[config.mk]
export PLATFORM = sky130hd
export DESIGN_NAME = pwm_oneshot_drv
export DESIGN_NICKNAME = d
export VERILOG_FILES = /design/src/rtl/pwm_oneshot_pkg.sv /design/src/rtl/pwm_cmd_pipe.sv /design/src/rtl/pwm_win_ctrl.sv /design/src/rtl/pwm_chan_cmp.sv /design/src/rtl/pwm_oneshot_drv.sv
export SDC_FILE = /design/constraint.sdc
export NUM_CORES = 1
export LEC_CHECK = 0
export BUFFER_PORTS_ARGS = -buffer_cell sky130_fd_sc_hd__buf_2
export CORE_AREA = 2 2 131 133
export CTS_CLUSTER_DIAMETER = 60
export DETAILED_ROUTE_END_ITERATION = 10
export DIE_AREA = 0 0 133 135
export MAX_ROUTING_LAYER = met4
export PLACE_DENSITY = 0.72
export SLEW_MARGIN = 20
export SYNTH_ARGS = -nofsm -noshare
export SYNTH_HDL_FRONTEND = slang
export SYNTH_HIERARCHICAL = 1
export SYNTH_SLANG_ARGS = --single-unit
[constraint.sdc]
create_clock -name clk -period 6.44 [get_ports clk]
set_input_delay 0.322 -clock clk [delete_from_list [all_inputs] [get_ports clk]]
set_output_delay 0.322 -clock clk [all_outputs]
set_load 0.005 [all_outputs]
[src/rtl/pwm_oneshot_pkg.sv]
package pwm_oneshot_pkg;

    // Clocks between a strobe being sampled and its effect on the window
    localparam int CMD_DELAY = 2;

    typedef enum logic [1:0] {
        ACT_NONE   = 2'd0,
        ACT_FIRST  = 2'd1,
        ACT_SECOND = 2'd2,
        ACT_HALT   = 2'd3
    } act_e;

    typedef struct packed {
        logic run;
        logic use_second;
    } win_t;

    // Halt beats any start; the first set beats the second
    function automatic act_e pick_action(input logic f, input logic s, input logic h);
        act_e a;
        if (h)      a = ACT_HALT;
        else if (f) a = ACT_FIRST;
        else if (s) a = ACT_SECOND;
        else        a = ACT_NONE;
        return a;
    endfunction

    function automatic logic is_emit(input act_e a);
        return (a == ACT_FIRST) || (a == ACT_SECOND);
    endfunction

endpackage

[src/rtl/pwm_cmd_pipe.sv]
module pwm_cmd_pipe
    import pwm_oneshot_pkg::*;
(
    input  logic clk,
    input  logic rst,
    input  logic start_first,
    input  logic start_second,
    input  logic halt,
    output act_e act_due
);

    act_e stage_q [CMD_DELAY];

    always_ff @(posedge clk) begin
        if (rst) begin
            for (int j = 0; j < CMD_DELAY; j++) stage_q[j] <= ACT_NONE;
        end else begin
            stage_q[0] <= pick_action(start_first, start_second, halt);
            for (int j = 1; j < CMD_DELAY; j++) stage_q[j] <= stage_q[j-1];
        end
    end

    assign act_due = stage_q[CMD_DELAY-1];

endmodule

[src/rtl/pwm_win_ctrl.sv]
module pwm_win_ctrl
    import pwm_oneshot_pkg::*;
#(
    parameter int GRAY_W = 10
) (
    input  logic              clk,
    input  logic              rst,
    input  act_e              act_due,
    output win_t              win,
    output logic [GRAY_W-1:0] cnt
);

    localparam logic [GRAY_W-1:0] CNT_MAX = {GRAY_W{1'b1}};

    win_t              win_q;
    logic [GRAY_W-1:0] cnt_q;
    logic              on_last;
    logic              accept;

    assign on_last = win_q.run && (cnt_q == CNT_MAX);
    assign accept  = is_emit(act_due) && (!win_q.run || on_last);

    always_ff @(posedge clk) begin
        if (rst) begin
            win_q <= '0;
            cnt_q <= '0;
        end else if (act_due == ACT_HALT) begin
            win_q.run <= 1'b0;
            cnt_q     <= '0;
        end else if (accept) begin
            win_q.run        <= 1'b1;
            win_q.use_second <= (act_due == ACT_SECOND);
            cnt_q            <= '0;
        end else if (win_q.run) begin
            if (on_last) begin
                win_q.run <= 1'b0;
                cnt_q     <= '0;
            end else begin
                cnt_q <= cnt_q + 1'b1;
            end
        end
    end

    assign win = win_q;
    assign cnt = cnt_q;


    wrap_end_chk: assert property (@(posedge clk) disable iff (rst)
        (win_q.run && cnt_q == CNT_MAX && act_due == ACT_NONE) |=> !win_q.run);


    halt_stop_chk: assert property (@(posedge clk) disable iff (rst)
        (act_due == ACT_HALT) |=> (!win_q.run && cnt_q == '0));


    no_retrigger_chk: assert property (@(posedge clk) disable iff (rst)
        (win_q.run && cnt_q != CNT_MAX && is_emit(act_due))
        |=> (win_q.run && win_q.use_second == $past(win_q.use_second)
             && cnt_q == $past(cnt_q) + 1'b1));


    chain_start_chk: assert property (@(posedge clk) disable iff (rst)
        (win_q.run && cnt_q == CNT_MAX && is_emit(act_due))
        |=> (win_q.run && cnt_q == '0));

endmodule

[src/rtl/pwm_chan_cmp.sv]
module pwm_chan_cmp
    import pwm_oneshot_pkg::*;
#(
    parameter int CHANNELS = 16,
    parameter int GRAY_W   = 10
) (
    input  win_t                       win,
    input  logic [GRAY_W-1:0]          cnt,
    input  logic [CHANNELS*GRAY_W-1:0] lum_first,
    input  logic [CHANNELS*GRAY_W-1:0] lum_second,
    output logic [CHANNELS-1:0]        chan_en
);

    for (genvar i = 0; i < CHANNELS; i++) begin : g_chan
        logic [GRAY_W-1:0] level;
        assign level      = win.use_second ? lum_second[i*GRAY_W +: GRAY_W]
                                           : lum_first[i*GRAY_W +: GRAY_W];
        assign chan_en[i] = win.run && (cnt < level);
    end

endmodule

[src/rtl/pwm_oneshot_drv.sv]
module pwm_oneshot_drv
    import pwm_oneshot_pkg::*;
#(
    parameter int CHANNELS = 16,
    parameter int GRAY_W   = 10
) (
    input  logic                       clk,
    input  logic                       rst,
    input  logic                       start_first,
    input  logic                       start_second,
    input  logic                       halt,
    input  logic [CHANNELS*GRAY_W-1:0] lum_first,
    input  logic [CHANNELS*GRAY_W-1:0] lum_second,
    output logic [CHANNELS-1:0]        chan_en,
    output logic                       busy
);

    act_e              act_due;
    win_t              win;
    logic [GRAY_W-1:0] cnt;

    pwm_cmd_pipe u_pipe (
        .clk          (clk),
        .rst          (rst),
        .start_first  (start_first),
        .start_second (start_second),
        .halt         (halt),
        .act_due      (act_due)
    );

    pwm_win_ctrl #(.GRAY_W(GRAY_W)) u_ctrl (
        .clk     (clk),
        .rst     (rst),
        .act_due (act_due),
        .win     (win),
        .cnt     (cnt)
    );

    pwm_chan_cmp #(.CHANNELS(CHANNELS), .GRAY_W(GRAY_W)) u_cmp (
        .win        (win),
        .cnt        (cnt),
        .lum_first  (lum_first),
        .lum_second (lum_second),
        .chan_en    (chan_en)
    );

    assign busy = win.run;


    start_latency_chk: assert property (@(posedge clk) disable iff (rst)
        $rose(busy) |-> (($past(start_first, 3) || $past(start_second, 3)) && !$past(halt, 3)));


    dark_when_idle_chk: assert property (@(posedge clk) disable iff (rst)
        (|chan_en) |-> busy);

endmodule

After elaboration in Yosys (flattened, before gate mapping)
Memory sizes are Yosys's and may differ from the RTL's.
Cells that the tools add are included.
{ "totals": {"wordCells": 81, "ff_bits": 12, "memories": 1, "ramBits": 4, "output_inout_bits": 17} }
{ "memory_table": {"columns": ["name", "depth", "word_bits", "rd", "rd_clocked_by_memory_dff", "wr", "line_no", "source"], "rows": [
  ["u_pipe.stage_q", 2, 2, 2, 0, 2, "pwm_cmd_pipe.sv:12", "act_e stage_q [CMD_DELAY];"]
]} }
{ "op_classes": {"eq_ne": 4, "muxes": 29, "reduce_logical": 24, "addsub": 1, "order_cmp": 16, "n_bitwise": 3} }
{ "op_table": {"columns": ["operator", "n"], "rows": [
  ["$mux W10", 17],
  ["$lt A10 B10 Y1", 16],
  ["$logic_and A1 B1 Y1", 18],
  ["$mux W2", 6],
  ["$add A10 B1 Y10 const B", 1],
  ["$eq A10 B10 Y1 const B", 1],
  ["$mux W1", 6],
  ["$eq A2 B2 Y1 const B", 2],
  ["$reduce_or A3 Y1", 1],
  ["$eq A2 B1 Y1 const B", 1],
  ["$logic_or A1 B1 Y1", 2],
  ["$or A1 B1 Y1", 2],
  ["$reduce_and A2 Y1", 1],
  ["$reduce_or A2 Y1", 1],
  ["$logic_not A1 Y1", 1],
  ["$not A1 Y1", 1]
]} }

Depth between registers and ports, before layout
{ "depth": {"ltp_word": 5, "ltp_mapped": 11, "depth_no_buf": 6} }

By module
The synthesis kept the hierarchy.
{ "modules_own_cells": {"columns": ["mod", "area_each_um2", "instances", "cells_per_inst"], "rows": [
  ["pwm_chan_cmp", 4848.4, 1, 545],
  ["pwm_win_ctrl", 613.1, 1, 71],
  ["pwm_cmd_pipe", 133.9, 1, 13]
]} }

Least setup slack after synthesis
OpenSTA, ideal clock, no wires.
{ "synth_timing": {"path_type": "register to output", "from": "reg u_ctrl.win_q (netlist bit u_ctrl/win[0])", "to": "out chan_en[3]", "path_stages_with_launch": 12, "arrival_time_ns": 2.261, "n_path_buf": 5, "setup_slack_ns": 3.857, "t_required_ns": 6.118, "cell_sequence": "dfxtp_1 -> buf_6 -> buf_8 -> buf_2 -> buf_4 -> buf_4 -> mux2i_1 -> ha_1 -> a21oi_1 -> o21ai_0 -> nor4b_1 -> a21boi_0"} }
{ "synth_via": {"elab_chain_len": 3} }
{ "synth_lines": {"columns": ["element", "line_no", "source"], "rows": [
  ["from (decl)", "pwm_win_ctrl.sv:15", "win_t win_q;"],
  ["$mux W10", "pwm_chan_cmp.sv:16", "assign level = win.use_second ? lum_second[i*GRAY_W +: GRAY_W]"],
  ["$lt A10 B10 Y1", "pwm_chan_cmp.sv:18", "assign chan_en[i] = win.run && (cnt < level);"],
  ["$logic_and A1 B1 Y1", "pwm_chan_cmp.sv:18", null],
  ["to (decl)", "pwm_oneshot_drv.sv:14", "output logic [CHANNELS-1:0] chan_en,"]
]} }
No other way between the ends.

Worst setup path in the final report
{ "layout_timing": {"from": "reg u_ctrl.win_q (netlist bit u_ctrl/win[0])", "to": "out chan_en[9]"} }
The elaborated chain is that of the path after synthesis.

==> results_dict.tcl <==
set metrics [dict create \
    status "finished, final reports clean" \
    io_buffers 341 \
    num_rows 47 \
    p_leak_uw 0.003651 \
    dp_hpwl_mm 16.61 \
    avgSynthCellArea_um2 8.896 \
    synth_mux_area_frac 0.2911 \
    fp.dieW_um 133 \
    crit_type "register to primary output" \
    worstPathCellList "buf_4 > mux2i_1 > ha_1 > a211o_1 > o211ai_1 > a31oi_1 > nor4b_1 > buf_2" \
    cts_setup_buffers 0 \
    grt_pass1_vias 6128 \
    min_path_cells 3 \
    drcViolationCount 0 \
    syn2layout_area_growth_pct 35.82 \
    syn_area_mm2 0.005595 \
    setup_viol 0 \
    vias 6223 \
    dieHeight_um 135 \
    layout_min_cycle_time_ns 3.812 \
    drt_iter0_drc 211 \
    worstSetupStartpointType "register" \
    grt_pass1_wl_mm 30.63 \
    power_per_cell_area_mw_per_mm2 69.27 \
    dr.pass1.iters 5 \
    end_kind "primary output" \
    slew_headroom 0.2903 \
    vias_per_cell 5.269 \
    yosys.area_share.simple 0.1369 \
    core_area_mm2 0.01641 \
    cp.arrival_ns 3.49 \
    ys.flop_type "dfxtp_1" \
    root_buffer "clkbuf_16" \
    cts_tree "done" \
    cts_resized 0 \
    path_depth 8 \
    synth_top_family_by_area "adder cells" \
    ant_nets 0 \
    postSynth.asyncResetShare 0 \
    period_share 0.5919 \
    htreeDepth 1 \
    max_freq_ghz 0.2624 \
    grt_overflow_total 0 \
    synth-edff-count 0 \
    cp_max_fo 55 \
    gp_congestion 0.8714 \
    syn_nets 1101 \
    maxCapViolations 0 \
    min_path_type "primary input to register" \
    io_pins 342 \
    tns_ns 0 \
    antenna_found_initial 0 \
    peakVddDrop_mv 0.1073 \
    crit_slowest_cell "dfxtp_4" \
    dieArea_mm2 0.01796 \
    power.total_uw 526.4 \
    path_buf_inv 2 \
    grt_usage 0.2208 \
    hold_viol 0 \
    cts_hold_buf 0 \
    cp_slowest_stage_delay_ns 0.93 \
    synthCells 629 \
    wl_per_cell_um 17.43 \
    synth_xor_area_frac 0.007826 \
    rsz0062_at_grt "false" \
    drive_above_1_share 0.3944 \
    synth-adder-area-share 0.3287 \
    cts.sinks 16 \
    synth.ff_latch_count 16 \
    drt_wl_total_mm 20.58 \
    cp.required_ns 6.12 \
    rr_worst_depth 5 \
    cts_buffers 3 \
    synth_compound_area_frac 0.1427 \
    grt_max_degree 56 \
    clk_pin_slew_ns 0.05 \
    critPathTopFamily "flip-flops" \
    layout.nets 1434 \
    start_util 0.3410 \
    clkLatencyLatePin_ns 0.25 \
    worstMarginPinSlew_ns 1.063 \
    slew_violations 0 \
    ctsLongestPathBuffers 2 \
    yosysWarnings 6 \
    skew_ns 0.005610 \
    antenna-diode-count 0 \
    yosys.cell_types.count 45 \
    ys_seq_area_frac 0.05725 \
]
-- synthesized netlist by cell type, types with 4 or more instances --
library cell | n | area share
dfxtp_1 | 16 | 0.057
a21boi_0 | 8 | 0.011
o21ai_0 | 31 | 0.028
a211o_1 | 10 | 0.016
o2111a_1 | 5 | 0.010
inv_1 | 8 | 0.0054
a21oi_1 | 27 | 0.024
mux2_2 | 6 | 0.012
o211ai_1 | 11 | 0.015
nand2_1 | 18 | 0.012
xor2_1 | 4 | 0.0063
a31oi_1 | 5 | 0.0056
nor2_1 | 58 | 0.039
nand4_1 | 22 | 0.025
nor3_1 | 13 | 0.012
buf_4 | 10 | 0.013
buf_2 | 12 | 0.011
a211oi_1 | 6 | 0.0080
nand3_1 | 4 | 0.0036
mux2_4 | 4 | 0.011
a211oi_2 | 4 | 0.0089
mux2i_1 | 150 | 0.27
nor2b_1 | 12 | 0.013
nor4b_1 | 11 | 0.017
o2111ai_1 | 5 | 0.0078
ha_1 | 147 | 0.33
-- cell families (layout without fill, tap and decap cells) --
logic type | count (synthesis) | count (layout)
mux | 160 | 160
simple gates | 149 | 149
fa+ha+maj | 147 | 147
compound gates | 118 | 118
buf+inv | 34 | 366
flops | 16 | 16
xor+xnor | 5 | 5
-- registers in the layout (all words and copies together) (netlist names) --
register	flops
u_ctrl/win	2
u_pipe/stage_q	4
u_ctrl/cnt	10
-- cells in the final DEF, fill, tap and decap left out, types with 2 or more instances in the layout --
| cell | netlist | routed |
|---|---|---|
| a21boi_0 | 8 | 8 |
| mux2i_1 | 150 | 150 |
| nand2b_1 | 2 | 2 |
| buf_2 | 12 | 341 |
| dfxtp_1 | 16 | 14 |
| inv_1 | 8 | 8 |
| o2111a_1 | 5 | 5 |
| nand3_1 | 4 | 4 |
| mux2_4 | 4 | 4 |
| or3_1 | 2 | 2 |
| nor4b_1 | 11 | 11 |
| a211oi_1 | 6 | 6 |
| nor2b_1 | 12 | 12 |
| xor2_1 | 4 | 4 |
| nor3_1 | 13 | 13 |
| a211o_1 | 10 | 10 |
| o2111ai_1 | 5 | 5 |
| a31oi_1 | 5 | 5 |
| ha_1 | 147 | 147 |
| nand4_1 | 22 | 22 |
| o211ai_1 | 11 | 11 |
| clkbuf_16 | 0 | 3 |
| nor2_1 | 58 | 58 |
| nand2_1 | 18 | 18 |
| a211oi_2 | 4 | 4 |
| o21ai_0 | 31 | 31 |
| mux2_2 | 6 | 6 |
| buf_4 | 10 | 13 |
| a21oi_1 | 27 | 27 |
-- worst min-delay path, cell delays in order --
cell and delay, ns:
buf_2 0.08, nor2_1 0.03, nor2_1 0.06
-- where the power goes --
part	internal, uW	switching (uW)	leakage (uW)
registers	102	14.2	0.000132
logic	154	121	0.00347
clock network	94.4	40.6	0.0000442
total	350	176	0.00365
-- metal layers --
layer	up-vias	GRT usage	wire, um
met3	28	0.02102	1280
met4	0	0.03763	285
li1	3123	-	-
met2	263	0.4036	10120
met1	2809	0.2671	8900
met5	-	-	0
-- metrics by stage --
stage                     worst slack (ns)  hold slack [ns]  area (um2)  cells  utilization
after floorplan                      3.857           0.3844        5595    629            -
after global placement               2.975           0.4186        7510   1177       0.4577
after detailed placement             2.924           0.4347        7510   1177       0.4577
after CTS                            2.668           0.2935        7599   1181       0.4631
after global routing                 2.493           0.3065        7600   1181       0.4632
final                                2.628           0.2937        7600   1181       0.4632
-- area by class of cell --
class	instances	area, um2
Timing Repair Buffer	354	1804
Fill cell	1605	8807
Clock buffer	4	88.84
Inverter	8	30.03
Multi-Input combinational cell	579	5076
Tap cell	220	275.3
Sequential cell	16	325.3
-- worst paths after layout --
check	start	endpoint	slack, ns
setup / recovery	u_ctrl/win[0]$_SDFFE_PP0P_	chan_en[9]	2.63
hold / removal	start_first	u_pipe/stage_q[0][0]$_SDFF_PP0_	0.29
setup reg to reg	u_ctrl/cnt[0]$_SDFFE_PP0P_	u_ctrl/win[0]$_SDFFE_PP0P_	4.14
hold reg to reg	u_pipe/stage_q[0][0]$_SDFF_PP0_	u_pipe/stage_q[0][2]$_SDFF_PP0_	0.44
(Power assumes the default switching activity.)
